`src/rtl/lane_deinterleaver_pkg.sv`:
```
package lane_deinterleaver_pkg;

    localparam int CHAR_W = 9;

    typedef logic [CHAR_W-1:0] char_t;

    // control flag in bit 8, code byte below it
    localparam char_t COMMA_CHAR = 9'h1BC;  // K28.5, also the idle fill
    localparam char_t ROT_MARK   = 9'h17C;  // K28.3 rotation marker

    function automatic logic is_rot_mark(input char_t c);
        return c == ROT_MARK;
    endfunction

endpackage

```
`src/rtl/lane_deinterleaver_mark_det.sv`:
```
module lane_deinterleaver_mark_det
    import lane_deinterleaver_pkg::*;
(
    input  char_t in_char,
    output char_t restored_char,
    output logic  is_marker
);

    // Classify the incoming character; the restored form is what the home
    // lane receives if the marker is accepted.
    always_comb begin
        is_marker     = is_rot_mark(in_char);
        restored_char = is_marker ? COMMA_CHAR : in_char;
    end

endmodule

```
`src/rtl/lane_deinterleaver_align.sv`:
```
module lane_deinterleaver_align #(
    parameter int NLANES    = 8,
    parameter int HOME_LANE = 0,
    localparam int SLOT_W   = (NLANES > 1) ? $clog2(NLANES) : 1
) (
    input  logic              clk,
    input  logic              rst_n,
    input  logic              in_valid,
    input  logic              is_marker,
    output logic              realign,
    output logic              wr_en,
    output logic [SLOT_W-1:0] wr_slot,
    output logic              locked
);

    localparam logic [SLOT_W-1:0] HOME_SLOT = SLOT_W'(HOME_LANE);
    localparam logic [SLOT_W-1:0] LAST_SLOT = SLOT_W'(NLANES - 1);

    typedef struct packed {
        logic [SLOT_W-1:0] slot;        // lane the next character lands on
        logic              locked;
        logic              after_mark;  // last accepted char was a realign
    } align_st_t;

    align_st_t st_d, st_q;
    logic      skip_mark;

    always_comb begin
        st_d      = st_q;
        // a marker directly behind a realigning one is plain data
        skip_mark = is_marker && st_q.after_mark;
        realign   = in_valid && is_marker && !skip_mark;
        wr_en     = in_valid && (st_q.locked || realign);
        wr_slot   = realign ? HOME_SLOT : st_q.slot;

        if (wr_en) begin
            st_d.slot       = (wr_slot == LAST_SLOT) ? '0 : wr_slot + 1'b1;
            st_d.after_mark = realign;
        end
        if (realign) begin
            st_d.locked = 1'b1;
        end
    end

    always_ff @(posedge clk) begin
        if (!rst_n) begin
            st_q <= '0;
        end else begin
            st_q <= st_d;
        end
    end

    assign locked = st_q.locked;

endmodule

```
`src/rtl/lane_deinterleaver_stage.sv`:
```
module lane_deinterleaver_stage
    import lane_deinterleaver_pkg::*;
#(
    parameter int NLANES  = 8,
    localparam int SLOT_W = (NLANES > 1) ? $clog2(NLANES) : 1,
    localparam int DATA_W = NLANES * CHAR_W
) (
    input  logic              clk,
    input  logic              rst_n,
    input  logic              realign,
    input  logic              wr_en,
    input  logic [SLOT_W-1:0] wr_slot,
    input  char_t             wr_char,
    output logic [DATA_W-1:0] lane_data,
    output logic [NLANES-1:0] lane_valid
);

    typedef struct packed {
        logic [NLANES-1:0][CHAR_W-1:0] stage;    // frame under assembly
        logic [NLANES-1:0][CHAR_W-1:0] out;      // last published frame
        logic [NLANES-1:0]             written;  // lanes filled this frame
        logic [NLANES-1:0]             valid;    // publish pulse
    } stage_st_t;

    stage_st_t         st_d, st_q;
    logic [NLANES-1:0] hit;
    logic              cut, close;

    for (genvar g = 0; g < NLANES; g++) begin : g_hit
        assign hit[g] = wr_en && (wr_slot == SLOT_W'(g));
    end

    always_comb begin
        st_d       = st_q;
        st_d.valid = '0;
        // a realign with characters pending closes the partial frame first
        cut        = realign && (|st_q.written);
        close      = hit[NLANES-1];

        for (int i = 0; i < NLANES; i++) begin
            if (hit[i]) begin
                st_d.stage[i] = wr_char;
            end
        end

        if (cut) begin
            st_d.out     = st_q.stage;
            st_d.valid   = st_q.written;
            st_d.written = hit;
        end else if (close) begin
            st_d.out     = st_d.stage;
            st_d.valid   = st_q.written | hit;
            st_d.written = '0;
        end else begin
            st_d.written = st_q.written | hit;
        end
    end

    always_ff @(posedge clk) begin
        if (!rst_n) begin
            for (int i = 0; i < NLANES; i++) begin
                st_q.stage[i] <= COMMA_CHAR;
                st_q.out[i]   <= COMMA_CHAR;
            end
            st_q.written <= '0;
            st_q.valid   <= '0;
        end else begin
            st_q <= st_d;
        end
    end

    assign lane_data  = st_q.out;
    assign lane_valid = st_q.valid;

endmodule

```
`src/rtl/lane_deinterleaver.sv`:
```
module lane_deinterleaver
    import lane_deinterleaver_pkg::*;
#(
    parameter int NLANES    = 8,   // lanes per frame
    parameter int HOME_LANE = 0,   // marker lane, below NLANES-1
    localparam int SLOT_W   = (NLANES > 1) ? $clog2(NLANES) : 1,
    localparam int DATA_W   = NLANES * CHAR_W
) (
    input  logic              clk,
    input  logic              rst_n,
    input  logic              in_valid,
    input  logic [8:0]        in_char,
    output logic [DATA_W-1:0] lane_data,
    output logic [NLANES-1:0] lane_valid,
    output logic              locked
);

    char_t             restored_char, wr_char;
    logic              is_marker, realign, wr_en;
    logic [SLOT_W-1:0] wr_slot;

    lane_deinterleaver_mark_det u_det (
        .in_char       (in_char),
        .restored_char (restored_char),
        .is_marker     (is_marker)
    );

    lane_deinterleaver_align #(
        .NLANES    (NLANES),
        .HOME_LANE (HOME_LANE)
    ) u_align (
        .clk       (clk),
        .rst_n     (rst_n),
        .in_valid  (in_valid),
        .is_marker (is_marker),
        .realign   (realign),
        .wr_en     (wr_en),
        .wr_slot   (wr_slot),
        .locked    (locked)
    );

    // only an accepted marker is restored; a skipped one passes as data
    assign wr_char = realign ? restored_char : in_char;

    lane_deinterleaver_stage #(
        .NLANES (NLANES)
    ) u_stage (
        .clk        (clk),
        .rst_n      (rst_n),
        .realign    (realign),
        .wr_en      (wr_en),
        .wr_slot    (wr_slot),
        .wr_char    (wr_char),
        .lane_data  (lane_data),
        .lane_valid (lane_valid)
    );

endmodule

```
`config.mk`:
```
export PLATFORM = sky130hd
export DESIGN_NAME = lane_deinterleaver
export DESIGN_NICKNAME = d
export VERILOG_FILES = /design/src/rtl/lane_deinterleaver_pkg.sv /design/src/rtl/lane_deinterleaver_mark_det.sv /design/src/rtl/lane_deinterleaver_align.sv /design/src/rtl/lane_deinterleaver_stage.sv /design/src/rtl/lane_deinterleaver.sv
export SDC_FILE = /design/constraint.sdc
export NUM_CORES = 1
export LEC_CHECK = 0
export BUFFER_PORTS_ARGS = -buffer_cell sky130_fd_sc_hd__buf_4
export CAP_MARGIN = 20
export CORE_ASPECT_RATIO = 1.25
export CORE_UTILIZATION = 33
export CTS_BUF_LIST = sky130_fd_sc_hd__clkbuf_16
export CTS_CLUSTER_DIAMETER = 150
export DETAILED_ROUTE_END_ITERATION = 12
export PLACE_DENSITY = 0.54
export SLEW_MARGIN = 20
export SYNTH_ARGS = -nofsm -noshare
export SYNTH_HDL_FRONTEND = slang
export SYNTH_SLANG_ARGS = --single-unit
```
`constraint.sdc`:
```
create_clock -name clk -period 6.03 [get_ports clk]
set_input_delay 0.3015 -clock clk [delete_from_list [all_inputs] [get_ports clk]]
set_output_delay 0.3015 -clock clk [all_outputs]
set_load 0.03 [all_outputs]
```
After elaboration in Yosys (flattened, before gate mapping)
Cells that the tools add are included.
{"block": "word_totals", "output_inout_bits": 81, "ff_bits": 165, "input_bits": 12}
{"block": "classes", "n_mux": 16, "n_addsub": 1, "eq_ne": 8, "bitwise_logic": 1, "reduce_logical": 18}
{"operator": "9-bit two-way mux", "count": 10}
{"operator": "88-bit two-way mux", "count": 1}
{"operator": "72-bit two-way mux", "count": 1}
{"operator": "8-bit two-way mux", "count": 2}
{"operator": "1-bit logical AND", "count": 13}
{"operator": "3-bit equality test, second input constant", "count": 4}
{"operator": "9-bit equality test, second input constant", "count": 1}
{"operator": "8-bit bitwise OR", "count": 1}
{"operator": "8-bit OR reduction", "count": 1}
{"operator": "3-bit by 2-bit equality test with 1-bit output, second input constant", "count": 2}
{"operator": "3-bit two-way mux", "count": 2}
{"operator": "3-bit by 1-bit adder with 3-bit output, second input constant", "count": 1}
{"operator": "3-bit by 1-bit equality test with 1-bit output, second input constant", "count": 1}
{"operator": "3-bit zero test", "count": 1}
{"operator": "2-bit nonzero test", "count": 1}
{"operator": "1-bit zero test", "count": 1}
{"operator": "1-bit logical OR", "count": 1}

Longest topological paths before layout
Gate-level depths: netlist of run 1.
{"block": "logic_depth", "depth_word": 10, "depth_mapped": 14, "ltp_nobuf": 10}

Cells and area by module
Synthesis of run 1 repeated with hierarchy kept, for this count alone.
{"block": "hier_totals", "hier_cells": 848, "hier_area_um2": 7235.7}
{"mod": "lane_deinterleaver_stage", "cells_each": 795, "n_inst": 1, "seq_area_each_um2": 3203.1, "area_per_inst_um2": 6741.5}
{"mod": "lane_deinterleaver_align", "cells_each": 29, "n_inst": 1, "seq_area_each_um2": 100.1, "area_per_inst_um2": 267.8}
{"mod": "lane_deinterleaver", "cells_each": 10, "n_inst": 1, "seq_area_each_um2": 0.0, "area_per_inst_um2": 146.4}
{"mod": "lane_deinterleaver_mark_det", "cells_each": 14, "n_inst": 1, "seq_area_each_um2": 0.0, "area_per_inst_um2": 80.1}

Worst setup path before layout of run 1
OpenSTA, ideal clock, no wires.
{"block": "synth_timing", "kind": "input to register", "from": "input port in_char[0]", "to": "register u_stage.st_q, in the netlist u_stage.lane_data[24]", "stages": 12, "path_slack_ps": 3370, "path_buffers": 4, "arrival_time_ps": 2543, "cell_sequence": "buf_4 -> and4bb_4 -> nand4_1 -> clkbuf_1 -> and2_1 -> ha_1 -> nand2_1 -> or2_0 -> buf_2 -> buf_1 -> o21ai_0 -> a32o_1"}
{"block": "synth_via", "elab_chain_cells": 10}
{"element": "from (decl)", "line_no": "lane_deinterleaver.sv:12", "source": "input logic [8:0] in_char,"}
{"element": "9-bit equality test (*)", "line_no": "lane_deinterleaver_pkg.sv:12", "source": "return c == ROT_MARK;"}
{"element": "1-bit logical AND", "line_no": "lane_deinterleaver_align.sv:31", "source": "skip_mark = is_marker && st_q.after_mark;"}
{"element": "1-bit zero test", "line_no": "lane_deinterleaver_align.sv:32", "source": "realign = in_valid && is_marker && !skip_mark;"}
{"element": "1-bit logical AND", "line_no": "lane_deinterleaver_align.sv:32"}
{"element": "3-bit two-way mux / 1-bit logical OR (equally long branches)", "line_no": "lane_deinterleaver_align.sv:34, lane_deinterleaver_align.sv:33"}
{"element": "3-bit by 2-bit equality test with 1-bit output / 1-bit logical AND (equally long branches)", "line_no": "lane_deinterleaver_stage.sv:30, lane_deinterleaver_align.sv:33"}
{"element": "1-bit logical AND", "line_no": "lane_deinterleaver_stage.sv:30", "source": "assign hit[g] = wr_en && (wr_slot == SLOT_W'(g));"}
{"element": "9-bit two-way mux", "line_no": "lane_deinterleaver_stage.sv:41", "source": "if (hit[i]) begin"}
{"element": "72-bit two-way mux", "line_no": "lane_deinterleaver_stage.sv:50", "source": "end else if (close) begin"}
{"element": "88-bit two-way mux", "line_no": "lane_deinterleaver_stage.sv:46", "source": "if (cut) begin"}
{"element": "to (signal assigned)", "line_no": "lane_deinterleaver_stage.sv:68", "source": "st_q <= st_d;"}
{"element": "to (decl)", "line_no": "lane_deinterleaver_stage.sv:25", "source": "stage_st_t st_d, st_q;"}
Every way passes the cells marked *; elsewhere a longest branch is shown, timed or not. The select of a mux whose other input is x is not followed.
A chain may end at the register's enable or synchronous reset.

Final worst setup path of run 1
{"block": "layout_timing", "from": "register u_align.st_q[0] (netlist name)", "to": "register u_stage.st_q, in the netlist u_stage.lane_data[41]"}
{"block": "layout_via", "elab_chain_cells": 9}
{"element": "from (decl)", "line_no": "lane_deinterleaver_align.sv:25", "source": "align_st_t st_d, st_q;"}
{"element": "from (signal assigned)", "line_no": "lane_deinterleaver_align.sv:49", "source": "st_q <= st_d;"}
{"element": "1-bit logical AND (*)", "line_no": "lane_deinterleaver_align.sv:31"}
{"element": "1-bit zero test (*)", "line_no": "lane_deinterleaver_align.sv:32"}
{"element": "1-bit logical AND (*)", "line_no": "lane_deinterleaver_align.sv:32"}
{"element": "3-bit two-way mux / 1-bit logical OR (equally long branches)", "line_no": "lane_deinterleaver_align.sv:34, lane_deinterleaver_align.sv:33"}
{"element": "3-bit equality test / 1-bit logical AND (equally long branches)", "line_no": "lane_deinterleaver_stage.sv:30, lane_deinterleaver_align.sv:33"}
{"element": "1-bit logical AND", "line_no": "lane_deinterleaver_stage.sv:30"}
{"element": "9-bit two-way mux", "line_no": "lane_deinterleaver_stage.sv:41"}
{"element": "72-bit two-way mux", "line_no": "lane_deinterleaver_stage.sv:50"}
{"element": "88-bit two-way mux", "line_no": "lane_deinterleaver_stage.sv:46"}
Marks and branches as above.

==> results of run 1 <==
[cell families after synthesis]
| group | count (synthesis) | share of synthesized area (%) |
|---|---|---|
| multiplexers | 30 | 4.38 |
| AO/OA/AOI/OAI | 181 | 17.8 |
| buffers and inverters | 144 | 13.1 |
| AND/OR/NAND/NOR | 246 | 16.1 |
| flip-flops | 165 | 48.2 |
| adder cells (fa/ha/maj) | 2 | 0.365 |
[state kept, by name (all words and copies together) (netlist names)]
register / cells
u_align.locked: 1
u_align.st_q: 4
u_stage.lane_valid: 8
u_stage.st_q: 80
u_stage.lane_data: 72
[worst max-delay path, cell delays in order (launching register included)]
cell and delay, ps:
dfxtp_1 310, and4bb_4 350, nand4_1 530, and2_1 400, ha_1 190, nand2_1 120
or2_1 110, buf_4 320, nand2_2 490, o22a_1 380, o21a_1 100
[worst paths after layout]
| kind | startpoint | endpoint | slack, ps | depth (start not counted) |
|---|---|---|---|---|
| setup / recovery | u_align.st_q[0] | u_stage.lane_data[41] | 2600 | 10 |
| hold / removal | in_char[2] | u_stage.st_q[117] | 210 | 3 |
| hold reg to reg | u_stage.st_q[157] | u_stage.st_q[157] | 450 | 2 |
| setup reg to reg | u_align.st_q[0] | u_stage.lane_data[41] | 2600 | 10 |
[cell usage in the layout, fill, tap and decap left out, types with 11 or more instances in the layout]
cell type / count
dfxtp_1: 165
nand2_1: 118
buf_4: 101
nor2_1: 56
a21oi_1: 52
mux2i_1: 30
nand3_1: 28
o21a_1: 18
clkbuf_16: 17
o22ai_1: 16
o22a_1: 12
o21ai_1: 11
[per-layer routing]
layer	part of all wire (%)	GRT usage (%)
met1	46	23.1
met2	48	28.5
met3	4.2	3.28
met4	1.7	6.48
met5	0	0
[final cells by class]
class,instances,area [um2],share of cell area (%)
inverter,6,22.5,0.296
clock buffer,17,425,5.60
clock inverter,13,96.3,1.27
tap,270,338,4.44
multi-input combinational,459,2660,35.0
timing repair buffer,101,758,9.97
sequential,165,3300,43.4
[stage by stage]
step                instance area (um2)  worst slack, ps
CTS                                7600             2620
floorplan                          6860             3370
detailed placement                 7080             2410
finish                             7600             2600
global route                       7600             2330
global placement                   7080             2460
[where the power goes]
group	switching, mW	internal (mW)
combinational	0.0410	0.00951
sequential	0.0000528	1.09
clock	0.433	0.553
==> flow_summary.json, run 1 <==
{
  "die_y_um": 163,
  "postCtsSetupBuffers": 0,
  "grt_antenna_before_repair": 0,
  "hold_ws_ps": 212,
  "h-tree-depth": 4,
  "hold_path_class": "input port to register",
  "period_minus_slack_ps": 3430,
  "dpl.cell_count": 1001,
  "n_fill_cell": 2086,
  "cts_resized": 0,
  "first_pass_iters": 5,
  "hpwl_um": 11600,
  "area_growth_pct": 10.9,
  "clock_latency_ps": 430,
  "wl_per_cell_um": 17.4,
  "place_congestion": 0.798,
  "relSlewSlack_pct": 37.1,
  "path_class": "register to register",
  "track_usage_pct": 17.6,
  "synth_top_area_cell": "dfxtp_1",
  "drive_gt1_share_pct": 18.5,
  "nNetsFinal": 764,
  "required_ps": 6350,
  "post-route-period-util_pct": 56.8,
  "ioPinCount": 93,
  "status": "complete, no violations",
  "synthCells": 768,
  "vias_per_cell": 4.98,
  "synthFlopType": "dfxtp_1",
  "synth_area_um2": 6860,
  "drt-total-wl_um": 17900,
  "antenna_cells": 0,
  "cap_viol_max_count": 0,
  "die_area_um2": 21400,
  "numCtsBuffers": 17,
  "worst_ir_drop_vdd_mv": 0.198,
  "drcViolationCount": 0,
  "final.setup_skew_ps": 5.63,
  "critPathMaxFanout": 36,
  "die_w_um": 131,
  "synth-edff-count": 0,
  "core_area_um2": 20200,
  "syn_avg_cell_area_um2": 8.93,
  "worst_slew_pin_slew_ps": 938,
  "setup_violations": 0,
  "vias": 5135,
  "synth.most_common_cell": "dfxtp_1",
  "hold_viol": 0,
  "grt_max_degree": 75,
  "async_flop_share_pct": 0,
  "synthTopCellsByCount": "165 x dfxtp_1, 118 x nand2_1, 82 x buf_4, 56 x nor2_1, 52 x a21oi_1",
  "cts_tree": "built",
  "synth_seq_cells": 165,
  "dr.first_iter.drc_count": 373,
  "numClockSinks": 165,
  "timing.fmax_mhz": 292,
  "first_global_vias": 4875,
  "yosysUniqueCellTypes": 54,
  "hold_buffers": 0,
  "finalPower_mw": 2.13,
  "arrival_ps": 3750,
  "io_buffers": 92,
  "ant_nets": 0,
  "fin_util_pct": 37.5,
  "worst_setup_path_start_kind": "register",
  "placementRows": 58,
  "synth_area_leaders": "dfxtp_1 48%, buf_4 9.0%, nand2_1 6.5%",
  "netlist.area_leader.share_pct": 48.2,
  "grt-ovfl-total": 0,
  "root_buffer": "clkbuf_16",
  "rsz0062_at_grt": "no",
  "ys.warnings.count": 0,
  "clockBufferDepth": 2,
  "p_per_area_nw_per_um2": 280,
  "maxSlewViolCount": 0,
  "seq_area_frac_synth_pct": 48.2,
  "fin_cells": 1031,
  "synth.net_count": 782,
  "p_leak_nw": 2.92,
  "start_util_pct": 33.9,
  "clkTransAtPathRegs_ps": 60,
  "fin_tns_setup_ps": 0,
  "end_kind": "register",
  "grt_pass1_wl_um": 28100
}
No activity file was read; power rests on OpenSTA's default activity.
==> inputs of run 2 (changes only) <==
- clock period: 6.03 -> 3.3 ns (I/O delays scaled with it)
==> flow_summary.json, run 2 (same netlist as run 1, synthesis figures left out) <==
{
  "cp_slowest_stage_delay_ps": 510,
  "status": "complete, no violations",
  "placed_cell_area_um2": 7170,
  "finalPower_mw": 4.24,
  "maxSlewViolCount": 0,
  "path_class": "register to register",
  "end_kind": "register",
  "track_usage_pct": 17.9,
  "seqCellArea_um2": 3300,
  "arrival_ps": 3130,
  "drcViolationCount": 0,
  "wl_per_cell_um": 17.5,
  "hold_viol": 0,
  "timing.fmax_mhz": 355,
  "root_buffer": "clkbuf_16",
  "core_area_um2": 20200,
  "first_pass_iters": 5,
  "r2r_cells": 9,
  "area_growth_pct": 13.8,
  "place_congestion": 0.791,
  "rsz0062_at_grt": "no",
  "drt-total-wl_um": 18300,
  "p_per_area_nw_per_um2": 543,
  "cp_slowest_cell": "nand2_2",
  "grt_pass1_wl_um": 28600,
  "dr.first_iter.drc_count": 362,
  "largest_register": "u_stage.st_q",
  "drive_gt1_share_pct": 19.9,
  "post-route-period-util_pct": 85.3,
  "critPathMaxFanout": 34,
  "p_leak_nw": 3.04,
  "worst_ir_drop_vdd_mv": 0.353,
  "setup_violations": 0,
  "final_cell_mix": "165 x dfxtp_1, 118 x nand2_1, 113 x buf_4, 56 x nor2_1, 52 x a21oi_1",
  "vias_per_cell": 5.08,
  "hold_ws_ps": 74.6,
  "antenna_cells": 0,
  "holdPathStages": 3,
  "numClockSinks": 165,
  "first_global_vias": 5082,
  "die_area_um2": 21400,
  "hold_buffers": 0,
  "clockBufferDepth": 2,
  "dpl.cell_count": 1013,
  "clock_latency_ps": 430,
  "largest_reg_flops": 80,
  "hpwl_um": 12200,
  "hold_path_class": "input port to register",
  "cts_tree": "built",
  "die_w_um": 131,
  "cp_cell_sequence": "and4bb_4 > nand4_1 > and2_1 > ha_1 > nand2_1 > or2_1 > nand2_2 > o22a_1 > o21a_1",
  "final.setup_skew_ps": 9.76,
  "final_common_cell": "dfxtp_1",
  "worst_setup_path_start_kind": "register",
  "nNetsFinal": 776,
  "h-tree-depth": 4,
  "worst_slew_pin_slew_ps": 766,
  "path_buf_inv": 0,
  "required_ps": 3620,
  "relSlewSlack_pct": 48.8,
  "vias": 5309,
  "multi_input_area_um2": 2650,
  "fin_area_um2": 7800,
  "cap_viol_max_count": 0,
  "cpLargestDelayFamily": "simple AND/OR/NAND/NOR gates",
  "grt_max_degree": 55,
  "ant_nets": 0,
  "die_y_um": 163,
  "cts_resized": 0,
  "postCtsSetupBuffers": 0,
  "numCtsBuffers": 17,
  "fin_cells": 1045,
  "fin_tns_setup_ps": 0,
  "clkTransAtPathRegs_ps": 60,
  "io_buffers": 92,
  "cp_num_cells": 9,
  "grt-ovfl-total": 0,
  "ioPinCount": 93,
  "placementRows": 58,
  "period_minus_slack_ps": 2810,
  "grt_antenna_before_repair": 0,
  "n_fill_cell": 2090,
  "start_util_pct": 33.9
}
-- run 2: changes by cell type in the layout (fill, tap and decap cells not counted) --
cell / previous run / this run
clkinv_4: 0 / 1
clkinv_2: 5 / 3
bufinv_16: 1 / 5
clkinvlp_4: 4 / 1
clkinv_1: 1 / 2
inv_1: 7 / 6
nor3_1: 9 / 10
buf_4: 101 / 113
inv_6: 0 / 2
nor3_2: 2 / 1
-- run 2: area by class of cell --
class | instances | share of cell area (%)
sequential | 165 | 42.3
clock inverter | 15 | 2.69
inverter | 6 | 0.289
clock buffer | 17 | 5.45
timing repair buffer | 113 | 10.9
tap | 270 | 4.33
multi-input combinational | 459 | 34.0
-- run 2: routing by layer --
layer  routed length, um  vias to the layer above  GRT usage (%)
met5                   0                        -              0
met4                 386                        0           6.84
met3                1020                       25           4.13
met1                8040                     2541           22.8
li1                    -                     2579              -
met2                8880                      164           29.0
-- run 2: worst paths after layout --
check	startpoint	end	slack, ps
setup / recovery	u_align.st_q[0]	u_stage.lane_data[62]	490
hold / removal	in_char[2]	u_stage.st_q[117]	70
setup reg to reg	u_align.st_q[0]	u_stage.lane_data[62]	490
hold reg to reg	u_stage.st_q[152]	u_stage.st_q[152]	450
-- run 2: power by group --
group | switching, mW | internal (mW)
combinational | 0.0743 | 0.0189
sequential | 0.000104 | 1.99
clock | 0.819 | 1.34
total | 0.894 | 3.35
-- run 2: per-stage QoR --
step	utilization, %	setup WS (ps)
finish	38.5	486
global route	38.5	254
detailed placement	35.4	425
global placement	35.4	493
floorplan	-	776
CTS	38.5	487
-- run 2: tightest hold or removal path, cell delays in order --
cell	delay, ps
buf_4	140
mux2i_1	100
nand2_1	70
